## src/rtl/spi_xip_pkg.sv

```systemverilog
package spi_xip_pkg;

  typedef enum logic [2:0] {
    PH_IDLE,
    PH_OPC,
    PH_ADDR,
    PH_MODE,
    PH_DATA,
    PH_IGN
  } phase_e;

  typedef enum logic [1:0] {
    OP_RD,
    OP_XRD,
    OP_XWR
  } op_e;

endpackage

```

## src/rtl/spi_xip_sync.sv

```systemverilog
module spi_xip_sync #(
  parameter int         STAGES  = 2,
  parameter logic [2:0] RST_VAL = 3'b100
) (
  input  logic clk,
  input  logic rst_n,
  input  logic cs_n_in,
  input  logic sck_in,
  input  logic mosi_in,
  output logic cs_n_s,
  output logic mosi_s,
  output logic cs_rise,
  output logic cs_fall,
  output logic sck_rise,
  output logic sck_fall
);

  localparam int DEPTH = STAGES + 1;

  logic [DEPTH-1:0][2:0] pipe_q;
  logic [DEPTH-1:0][2:0] pipe_d;
  logic [2:0]            cur;
  logic [2:0]            prev;

  assign pipe_d = {pipe_q[DEPTH-2:0], {cs_n_in, sck_in, mosi_in}};

  always_ff @(posedge clk or negedge rst_n) begin
    if (!rst_n) begin
      pipe_q <= {DEPTH{RST_VAL}};
    end else begin
      pipe_q <= pipe_d;
    end
  end

  assign cur  = pipe_q[STAGES-1];
  assign prev = pipe_q[STAGES];

  assign cs_n_s   = cur[2];
  assign mosi_s   = cur[0];
  assign cs_rise  =  cur[2] & ~prev[2];
  assign cs_fall  = ~cur[2] &  prev[2];
  assign sck_rise =  cur[1] & ~prev[1];
  assign sck_fall = ~cur[1] &  prev[1];

endmodule

```

## src/rtl/spi_xip_ram.sv

```systemverilog
module spi_xip_ram #(
  parameter int AW = 6,
  parameter int DW = 8
) (
  input  logic          clk,
  input  logic          we,
  input  logic          re,
  input  logic [AW-1:0] addr,
  input  logic [DW-1:0] wdata,
  output logic [DW-1:0] rdata
);

  localparam int WORDS = 1 << AW;

  logic [DW-1:0] mem [WORDS];

  always_ff @(posedge clk) begin
    if (we) begin
      mem[addr] <= wdata;
    end
    if (re) begin
      rdata <= mem[addr];
    end
  end

endmodule

```

## src/rtl/spi_xip_ctrl.sv

```systemverilog
module spi_xip_ctrl
  import spi_xip_pkg::*;
#(
  parameter int         AW      = 6,
  parameter logic [7:0] OPC_RD  = 8'h03,
  parameter logic [7:0] OPC_XRD = 8'h0B,
  parameter logic [7:0] OPC_XWR = 8'h02
) (
  input  logic          clk,
  input  logic          rst_n,
  input  logic          cs_fall,
  input  logic          cs_rise,
  input  logic          sck_rise,
  input  logic          sck_fall,
  input  logic          mosi,
  input  logic [7:0]    ram_rdata,
  output logic          ram_we,
  output logic          ram_re,
  output logic [AW-1:0] ram_addr,
  output logic [7:0]    ram_wdata,
  output logic          miso,
  output logic          miso_oe,
  output phase_e        phase_o,
  output logic          xip_o
);

  localparam logic [3:0] XIP_NIBBLE = 4'hA;
  localparam logic [7:0] XIP_EXACT  = 8'hA5;
  localparam int         ADDR_BYTES = 3;

  phase_e        phase_q, phase_d;
  op_e           op_q, op_d;
  logic [2:0]    bitcnt_q, bitcnt_d;
  logic [1:0]    bytecnt_q, bytecnt_d;
  logic [6:0]    shreg_q, shreg_d;
  logic [AW-1:0] addr_q, addr_d;
  logic          xip_q, xip_d;
  logic          arm_q, arm_d;
  logic          miso_q, miso_d;
  logic          oe_q, oe_d;

  logic [7:0]    byte_in;
  logic [AW+7:0] addr_cat;
  logic [AW-1:0] addr_shift;
  logic          shifting;
  logic          byte_done;

  assign byte_in    = {shreg_q, mosi};
  assign addr_cat   = {addr_q, byte_in};
  assign addr_shift = addr_cat[AW-1:0];
  assign shifting   = sck_rise && (phase_q != PH_IDLE) && (phase_q != PH_IGN);
  assign byte_done  = shifting && (bitcnt_q == 3'd7);

  always_comb begin
    phase_d   = phase_q;
    op_d      = op_q;
    bitcnt_d  = bitcnt_q;
    bytecnt_d = bytecnt_q;
    shreg_d   = shreg_q;
    addr_d    = addr_q;
    xip_d     = xip_q;
    arm_d     = arm_q;
    miso_d    = miso_q;
    oe_d      = oe_q;
    ram_we    = 1'b0;
    ram_re    = 1'b0;
    ram_addr  = addr_q;
    ram_wdata = byte_in;

    if (cs_fall) begin
      phase_d   = xip_q ? PH_ADDR : PH_OPC;
      bitcnt_d  = 3'd0;
      bytecnt_d = 2'd0;
      arm_d     = 1'b0;
    end else if (shifting) begin
      shreg_d  = byte_in[6:0];
      bitcnt_d = bitcnt_q + 3'd1;
      if (byte_done) begin
        unique case (phase_q)
          PH_OPC: begin
            bytecnt_d = 2'd0;
            if (byte_in == OPC_RD) begin
              op_d    = OP_RD;
              phase_d = PH_ADDR;
            end else if (byte_in == OPC_XRD) begin
              op_d    = OP_XRD;
              phase_d = PH_ADDR;
            end else if (byte_in == OPC_XWR) begin
              op_d    = OP_XWR;
              phase_d = PH_ADDR;
            end else begin
              phase_d = PH_IGN;
            end
          end
          PH_ADDR: begin
            addr_d    = addr_shift;
            bytecnt_d = bytecnt_q + 2'd1;
            if (bytecnt_q == 2'(ADDR_BYTES - 1)) begin
              if (op_q == OP_RD) begin
                phase_d  = PH_DATA;
                ram_re   = 1'b1;
                ram_addr = addr_shift;
                addr_d   = addr_shift + 1'b1;
              end else begin
                phase_d = PH_MODE;
              end
            end
          end
          PH_MODE: begin
            arm_d   = (op_q == OP_XWR) ? (byte_in == XIP_EXACT)
                                       : (byte_in[7:4] == XIP_NIBBLE);
            phase_d = PH_DATA;
            if (op_q != OP_XWR) begin
              ram_re = 1'b1;
              addr_d = addr_q + 1'b1;
            end
          end
          PH_DATA: begin
            if (op_q == OP_XWR) begin
              ram_we = 1'b1;
            end else begin
              ram_re = 1'b1;
            end
            addr_d = addr_q + 1'b1;
          end
          default: ;
        endcase
      end
    end

    if (sck_fall && (phase_q == PH_DATA) && (op_q != OP_XWR)) begin
      miso_d = ram_rdata[3'd7 - bitcnt_q];
      oe_d   = 1'b1;
    end

    if (cs_rise) begin
      phase_d  = PH_IDLE;
      bitcnt_d = 3'd0;
      xip_d    = arm_d;
      oe_d     = 1'b0;
    end
  end

  always_ff @(posedge clk or negedge rst_n) begin
    if (!rst_n) begin
      phase_q   <= PH_IDLE;
      op_q      <= OP_RD;
      bitcnt_q  <= 3'd0;
      bytecnt_q <= 2'd0;
      shreg_q   <= 7'd0;
      addr_q    <= '0;
      xip_q     <= 1'b0;
      arm_q     <= 1'b0;
      miso_q    <= 1'b0;
      oe_q      <= 1'b0;
    end else begin
      phase_q   <= phase_d;
      op_q      <= op_d;
      bitcnt_q  <= bitcnt_d;
      bytecnt_q <= bytecnt_d;
      shreg_q   <= shreg_d;
      addr_q    <= addr_d;
      xip_q     <= xip_d;
      arm_q     <= arm_d;
      miso_q    <= miso_d;
      oe_q      <= oe_d;
    end
  end

  assign miso    = miso_q;
  assign miso_oe = oe_q;
  assign phase_o = phase_q;
  assign xip_o   = xip_q;

endmodule

```

## src/rtl/spi_xip_slave.sv

```systemverilog
module spi_xip_slave #(
  parameter int         ARR_AW      = 6,
  parameter int         SYNC_STAGES = 2,
  parameter logic [7:0] OPC_RD      = 8'h03,
  parameter logic [7:0] OPC_XRD     = 8'h0B,
  parameter logic [7:0] OPC_XWR     = 8'h02
) (
  input  logic clk,
  input  logic rst_n,
  input  logic spi_cs_n,
  input  logic spi_sck,
  input  logic spi_mosi,
  output logic spi_miso,
  output logic spi_miso_oe
);

  logic [1:0]          rst_pipe;
  logic                rst_n_s;
  logic                cs_n_s;
  logic                mosi_s;
  logic                cs_rise;
  logic                cs_fall;
  logic                sck_rise;
  logic                sck_fall;
  logic                ram_we;
  logic                ram_re;
  logic [ARR_AW-1:0]   ram_addr;
  logic [7:0]          ram_wdata;
  logic [7:0]          ram_rdata;
  spi_xip_pkg::phase_e phase;
  logic                xip_act;

  always_ff @(posedge clk or negedge rst_n) begin
    if (!rst_n) begin
      rst_pipe <= 2'b00;
    end else begin
      rst_pipe <= {rst_pipe[0], 1'b1};
    end
  end
  assign rst_n_s = rst_pipe[1];

  spi_xip_sync #(
    .STAGES  (SYNC_STAGES),
    .RST_VAL (3'b100)
  ) u_sync (
    .clk      (clk),
    .rst_n    (rst_n_s),
    .cs_n_in  (spi_cs_n),
    .sck_in   (spi_sck),
    .mosi_in  (spi_mosi),
    .cs_n_s   (cs_n_s),
    .mosi_s   (mosi_s),
    .cs_rise  (cs_rise),
    .cs_fall  (cs_fall),
    .sck_rise (sck_rise),
    .sck_fall (sck_fall)
  );

  spi_xip_ctrl #(
    .AW      (ARR_AW),
    .OPC_RD  (OPC_RD),
    .OPC_XRD (OPC_XRD),
    .OPC_XWR (OPC_XWR)
  ) u_ctrl (
    .clk       (clk),
    .rst_n     (rst_n_s),
    .cs_fall   (cs_fall),
    .cs_rise   (cs_rise),
    .sck_rise  (sck_rise),
    .sck_fall  (sck_fall),
    .mosi      (mosi_s),
    .ram_rdata (ram_rdata),
    .ram_we    (ram_we),
    .ram_re    (ram_re),
    .ram_addr  (ram_addr),
    .ram_wdata (ram_wdata),
    .miso      (spi_miso),
    .miso_oe   (spi_miso_oe),
    .phase_o   (phase),
    .xip_o     (xip_act)
  );

  spi_xip_ram #(
    .AW (ARR_AW),
    .DW (8)
  ) u_ram (
    .clk   (clk),
    .we    (ram_we),
    .re    (ram_re),
    .addr  (ram_addr),
    .wdata (ram_wdata),
    .rdata (ram_rdata)
  );

endmodule

```

## config.mk

```make
export PLATFORM = sky130hd
export DESIGN_NAME = spi_xip_slave
export DESIGN_NICKNAME = d
export VERILOG_FILES = /design/src/rtl/spi_xip_pkg.sv /design/src/rtl/spi_xip_sync.sv /design/src/rtl/spi_xip_ram.sv /design/src/rtl/spi_xip_ctrl.sv /design/src/rtl/spi_xip_slave.sv
export SDC_FILE = /design/constraint.sdc
export NUM_CORES = 1
export LEC_CHECK = 0
export BUFFER_PORTS_ARGS = -buffer_cell sky130_fd_sc_hd__buf_2
export CAP_MARGIN = 25
export CORE_MARGIN = 5
export CORE_UTILIZATION = 44
export DETAILED_ROUTE_END_ITERATION = 12
export PLACE_DENSITY = 0.68
export RECOVER_POWER = 50
export SYNTH_ARGS = -nofsm -noshare
export SYNTH_HDL_FRONTEND = slang
export SYNTH_SLANG_ARGS = --single-unit
```

## constraint.sdc

```tcl
create_clock -name clk -period 1.2 [get_ports clk]
set_input_delay 0 -clock clk [delete_from_list [all_inputs] [get_ports clk]]
set_output_delay 0 -clock clk [all_outputs]
set_load 0.005 [all_outputs]
```

# [Word level (Yosys, flattened, before mapping)]
# Memory sizes are Yosys's and may differ from the RTL's. A register that Yosys moved wholly into a read port is not among the register bits.
# Cells that the tools add are included.
[totals] mem_count=1 reg_bits=38 mem_bits_ro=0 latch_bits=0 ram_bits=512 output_inout_bits=2
[classes] n_addsub=5 bitwise_logic=9 muxes=55 magnitude_cmp=1 n_eq_ne=16 reduce_logical=21 n_div=0 shift=0 n_mul=0
[mem_list] memory="u_ram.mem" depth=64 word_bits=8 rd=1 rd_clocked_by_memory_dff=1 wr=1 line="spi_xip_ram.sv:15" source="logic [DW-1:0] mem [WORDS];"
[ops] operator="$mux W6" count=9
[ops] operator="$mux W3" count=12
[ops] operator="$mux W1" count=22
[ops] operator="$pmux W6 S3" count=1
[ops] operator="$reduce_bool A3 Y1" count=6
[ops] operator="$eq A8 B2 Y1 const B" count=2
[ops] operator="$mux W2" count=7
[ops] operator="$add A6 B1 Y6 const B" count=2
[ops] operator="$reduce_and A5 Y1" count=2
[ops] operator="$pmux W3 S3" count=1
[ops] operator="$eq A8 B4 Y1 const B" count=1
[ops] operator="$eq A8 B8 Y1 const B" count=1
[ops] operator="$eq A3 B2 Y1 const B" count=2
[ops] operator="$eq A3 B3 Y1 const B" count=2
[ops] operator="$reduce_bool A2 Y1" count=3
[ops] operator="$logic_and A1 B1 Y1" count=5
[ops] operator="$not A1 Y1" count=5
[ops] operator="$reduce_bool A5 Y1" count=1
[ops] operator="$and A1 B1 Y1" count=4
[ops] operator="$eq A2 B2 Y1 const B" count=2
[ops] operator="$eq A4 B4 Y1 const B" count=1
[ops] operator="$lt A3 B4 Y1 const B" count=1
[ops] operator="$ne A4 B3 Y1 const B" count=1
[ops] operator="$pmux W2 S2" count=1
[ops] operator="13 further kinds" count=13

# [Depth between registers and ports, before layout]
[depth] ltp_word=10 ltp_mapped=14 mapped_depth_nobuf=9

# [Modules after synthesis]
# A second synthesis with hierarchy kept.
[hier_totals] cells_unflattened=1380 hier_area_um2=22759.3
[by_module_without_submodules] module="spi_xip_ram" instances=1 area_each_um2=20529.7 cells_each=1171
[by_module_without_submodules] module="spi_xip_ctrl" instances=1 area_each_um2=1936.9 cells_each=194
[by_module_without_submodules] module="spi_xip_sync" instances=1 area_each_um2=239.0 cells_each=12
[by_module_without_submodules] module="spi_xip_slave" instances=1 area_each_um2=53.8 cells_each=3

# [Worst setup path before layout]
# No wires, ideal clock.
[synth_timing] path_kind="register -> register" from="register u_sync.pipe_q, in the netlist u_sync.cur[0]" to="memory u_ram.mem[17][0], enable pin" path_buffers=3 synth_period_minus_slack_ps=3642 arrival_time_ps=3272 setup_time_ps=370 path_slack_ps=-2442 path_stages_with_launch=9 required_ps=830 cell_sequence="dfrtp_1 or3b_2 nor4_1 or2_1 buf_2 buf_4 buf_2 nand2_1 nor2_1"
[synth_between] elab_chain_cells=6
[synth_lines] element="start: declaration" line="spi_xip_sync.sv:20" source="logic [DEPTH-1:0][2:0] pipe_q;"
[synth_lines] element="start signal: assignment" line="spi_xip_sync.sv:29" source="pipe_q <= {DEPTH{RST_VAL}};"
[synth_lines] element="start signal: assignment" line="spi_xip_sync.sv:31" source="pipe_q <= pipe_d;"
[synth_lines] element="$mux W6" line="spi_xip_ctrl.sv:99" source="if (op_q == OP_RD) begin"
[synth_lines] element="$mux W6" line="spi_xip_ctrl.sv:98" source="if (bytecnt_q == 2'(ADDR_BYTES - 1)) begin"
[synth_lines] element="$mux W6" line="spi_xip_ctrl.sv:79" source="unique case (phase_q)"
[synth_lines] element="$mux W6" line="spi_xip_ctrl.sv:78" source="if (byte_done) begin"
[synth_lines] element="$mux W6" line="spi_xip_ctrl.sv:75" source="end else if (shifting) begin"
[synth_lines] element="$mux W6" line="spi_xip_ctrl.sv:70" source="if (cs_fall) begin"
[synth_lines] element="end: declaration" line="spi_xip_ram.sv:15"
# No other way between the ends.

# [Worst setup path in the final report]
[layout_timing] from="register u_ctrl.bytecnt_q[0]" to="register u_ram.rdata[4], read port of u_ram.mem (data pin)"
[layout_between] elab_chain_cells=6 word_cells_on_any_way=11 classes_between="eq/ne (1); mux (10)"
[layout_lines] element="start: declaration" line="spi_xip_ctrl.sv:34" source="logic [1:0] bytecnt_q, bytecnt_d;"
[layout_lines] element="start signal: assignment" line="spi_xip_ctrl.sv:160" source="bytecnt_q <= bytecnt_d;"
[layout_lines] element="$eq A2 B2 Y1 *" line="spi_xip_ctrl.sv:98"
[layout_lines] element="$mux W1 / $mux W6 (equally long branches)" line="spi_xip_ctrl.sv:98"
[layout_lines] element="$pmux W1 S3 / $mux W6 (equally long branches)" line="spi_xip_ctrl.sv:79"
[layout_lines] element="$mux W1 / $mux W6 (equally long branches)" line="spi_xip_ctrl.sv:78"
[layout_lines] element="$mux W1 / $mux W6 (equally long branches)" line="spi_xip_ctrl.sv:75"
[layout_lines] element="$mux W1 / $mux W6 (equally long branches)" line="spi_xip_ctrl.sv:70"
[layout_lines] element="end: declaration" line="spi_xip_ram.sv:10" source="output logic [DW-1:0] rdata"
# Mark *: on every way between the ends. The rest lies on a longest branch, timed or not.
# A chain may end at the register's enable or synchronous reset.

==> results.yml <==
status:
  status: "finished with violations"
  violations: "setup timing"
timing:
  period_minus_slack_ns: 3.45
  post-route-period-util: 2.88
  worstMarginPinSlew_ns: 0.879
  relSlewSlack: 0.414
  fmax_mhz: 290
  fin_skew_ns: 0.0247
  final_hold_viol_count: 0
  setup_ws_ns: -2.25
  slew_viol_final: 0
  holdWs_ns: 0.0343
  rsz0062_at_grt: "true"
  finalSetupViolations: 779
  finalSetupTns_ns: -977.27
synthesis:
  synth_compound_area_frac: 0.127
  synth_area_leaders: "edfxtp_1, a222oi_1, dfrtp_1"
  synth_top_cell_area_share: 0.730
  synth_fa_ha_area_frac: 0.00526
  syn-num-nets: 1289
  ys_types: 65
  avgSynthCellArea_um2: 16.8
  synthXorXnorAreaFrac: 0.00328
  yosys-mux-area-fraction: 0.0137
  synthSimpleGateAreaFrac: 0.0559
  synth-seq-cells: 557
  yosys_warnings: 0
  synth_top_family_by_area: "compound AO/OA/AOI/OAI gates"
  yosys.area.top_type: "edfxtp_1"
  yosysSeqAreaShare: 0.774
  synthFlopType: "edfxtp_1"
  syn_area_mm2: 0.0214
  synth_cells: 1275
  synth-edff-count: 520
  async_reset_ff_frac: 0.0664
layout:
  syn_to_final_growth_pct: 31.4
  most-common-layout-cells: "edfxtp_1, buf_4, a222oi_1"
  nets: 1599
  drive_above_1_share: 0.358
  final_common_cell: "edfxtp_1"
  antennaDiodeCount: 0
cts:
  htree_levels: 2
  clkLatencyLatePin_ns: 0.61
  cts_root_buffer: "clkbuf_16"
  numClockSinks: 557
  numCtsBuffers: 54
  clk_path_buf_depth: 3
  clkTransAtPathRegs_ns: 0.06
  cts_tree: "done"
hold_path:
  hold-path-cell-count: 2
  min_from: "spi_mosi"
  hold_class: "in -> reg"
  min_to: "u_sync.pipe_d[3]"
setup_path:
  cpLargestDelayFamily: "compound AO/OA/AOI/OAI gates"
  start_kind: "flop"
  reg2reg_slack_ns: -2.25
  regToRegEndpoint: "u_ram.rdata[4]"
  crit_slowest_cell: "nor4_1"
  critical_path.max_stage_delay_ns: 0.44
  crit_chain: "inv_1, ha_2, or3b_4, buf_4, o311ai_4, o31ai_4, buf_4, clkbuf_16, a222oi_1, a31oi_1, nor4_1, nand2_1"
  regToRegStartpoint: "u_ctrl.bytecnt_q[0]"
  crit_path_max_fanout: 6
  reg2reg_depth: 12
  crit_top_cell: "buf_4"
  endpoint_kind: "flop"
  cp_num_buf_inv: 4
  cp.required_ns: 1.54
  critical_path_class: "reg -> reg"
  arrival_ns: 3.79
power_and_ir_drop:
  leakagePower_uw: 0.00951
  finalPower_uw: 44300
  vdd_ir_drop_max_mv: 1.15
  power_density_mw_per_mm2: 1580
die:
  die_area_mm2: 0.0531
  rows: 80
  start_util: 0.446
  io_pins: 7
  coreArea_mm2: 0.0479
  die_w_um: 230
  die_h_um: 230
drt:
  drt_iter0_markers: 2571
  wl_per_cell_um: 27.3
  vias: 14115
  drc: 0
  wirelength_mm: 61.2
  antenna_left: 0
  dr.pass1.iters: 8
  via_per_inst: 6.29
global_routing:
  grt_pass1_wl_mm: 89.9
  grt_usage: 0.224
  grt_max_degree: 67
  grt_pass1_vias: 13934
  overflow: 0
  antenna_found_initial: 0
placement:
  dp_hpwl_mm: 38.1
  dp_slack_ns: -2.49
  io_buffer_count: 6
  gp_congestion: 0.885
run:
  drv_cap: 0
-- cell families (layout without fill, tap and decap cells) --
logic type | after synthesis | count (layout)
buffers and inverters | 103 | 456
adders and majority gates | 9 | 9
DFF | 557 | 557
muxes | 26 | 26
xor gates and xnor gates | 8 | 8
and+or+nand+nor | 240 | 241
other | 1 | 1
AOI/OAI and AO/OA | 331 | 331
-- worst reg2reg max path, delay by kind of cell, from the launching register on --
kind,cells,cell delay (ns)
simple gates,3,0.94
buf+inv,4,0.58
flops,1,0.39
fa+ha+maj,1,0.19
compound gates,4,1.07
-- cell type report --
type | count | area [um2]
repair buffers | 341 | 3530
clock buffers | 69 | 1470
clock inverters | 31 | 284
well taps | 615 | 769
multi-input cells | 616 | 5450
inverters | 15 | 56.3
flip-flops and latches | 557 | 16600
fillers | 3349 | 19800
-- layer usage --
layer / vias up / track usage / wire length (um)
li1: 5995 / - / -
met1: 7112 / 0.313 / 23400
met2: 899 / 0.360 / 29300
met3: 109 / 0.0332 / 6130
met4: 0 / 0.0822 / 2400
met5: - / 0 / 0
-- worst max path at each step --
| stage | from | end | slack (ns) | cells after the start |
|---|---|---|---|---|
| 2_1_floorplan | u_sync.cur[2] | u_ram.rdata[1] | -1.84 | 13 |
| 3_3_place_gp | u_ctrl.bytecnt_q[0] | u_ram.rdata[4] | -2.42 | 12 |
| 3_5_place_dp | u_ctrl.bytecnt_q[0] | u_ram.rdata[4] | -2.49 | 12 |
| 4_1_cts | u_sync.cur[2] | u_ram.rdata[1] | -2.14 | 12 |
| 5_1_grt | u_ctrl.bytecnt_q[0] | u_ram.rdata[4] | -2.39 | 12 |
| 6_report | u_ctrl.bytecnt_q[0] | u_ram.rdata[4] | -2.25 | 12 |
-- through the flow --
step            util  instance area (um2)  std cells
6_report       0.586                28100       2244
5_1_grt        0.586                28100       2244
4_1_cts        0.578                27700       2225
3_5_place_dp   0.521                25000       2084
3_3_place_gp   0.521                25000       2084
2_1_floorplan      -                22200       1275
-- Yosys cell counts, drive strengths merged, types with 3 or more instances --
| cell type | number |
|---|---|
| a211oi | 4 |
| a21o | 5 |
| a21oi | 13 |
| a221oi | 13 |
| a222oi | 109 |
| a22o | 10 |
| a22oi | 71 |
| a31o | 6 |
| a31oi | 62 |
| a41oi | 6 |
| and3 | 5 |
| buf | 38 |
| clkbuf | 50 |
| dfrtp | 34 |
| dfstp | 3 |
| edfxtp | 520 |
| ha | 9 |
| inv | 15 |
| mux2 | 7 |
| mux2i | 17 |
| nand2 | 45 |
| nand2b | 11 |
| nand3 | 5 |
| nand3b | 3 |
| nand4 | 6 |
| nor2 | 92 |
| nor2b | 14 |
| nor3 | 13 |
| nor3b | 5 |
| nor4 | 19 |
| o211ai | 3 |
| o21ai | 12 |
| o22ai | 3 |
| o311ai | 3 |
| o31ai | 3 |
| or2 | 7 |
| or3 | 3 |
| or3b | 5 |
| xnor2 | 5 |
| xor2 | 3 |
-- sequential cells by signal, indices dropped and copies added, names as in the netlist, 3 cells and up --
| register | count |
|---|---|
| u_ctrl.addr_q | 6 |
| u_ctrl.bitcnt_q | 3 |
| u_ctrl.phase_o | 3 |
| u_ctrl.shreg_q | 7 |
| u_ram.mem | 512 |
| u_ram.rdata | 8 |
| u_sync.cur | 3 |
| u_sync.pipe_d | 3 |
-- power breakdown --
group | internal, uW | switching, uW
sequential | 23000 | 192
clock | 9550 | 7190
combinational | 1320 | 3110
total | 33800 | 10500
-- repair_timing --
action,CTS,global route
pin swaps,68,54
resized for setup,94,27
setup buffers,33,19
endpoints found under the setup margin,795,855
hold endpoints to repair,5,0
hold buffers,5,0
cloned,6,2
Note: power is estimated with default switching activity, not from simulation.
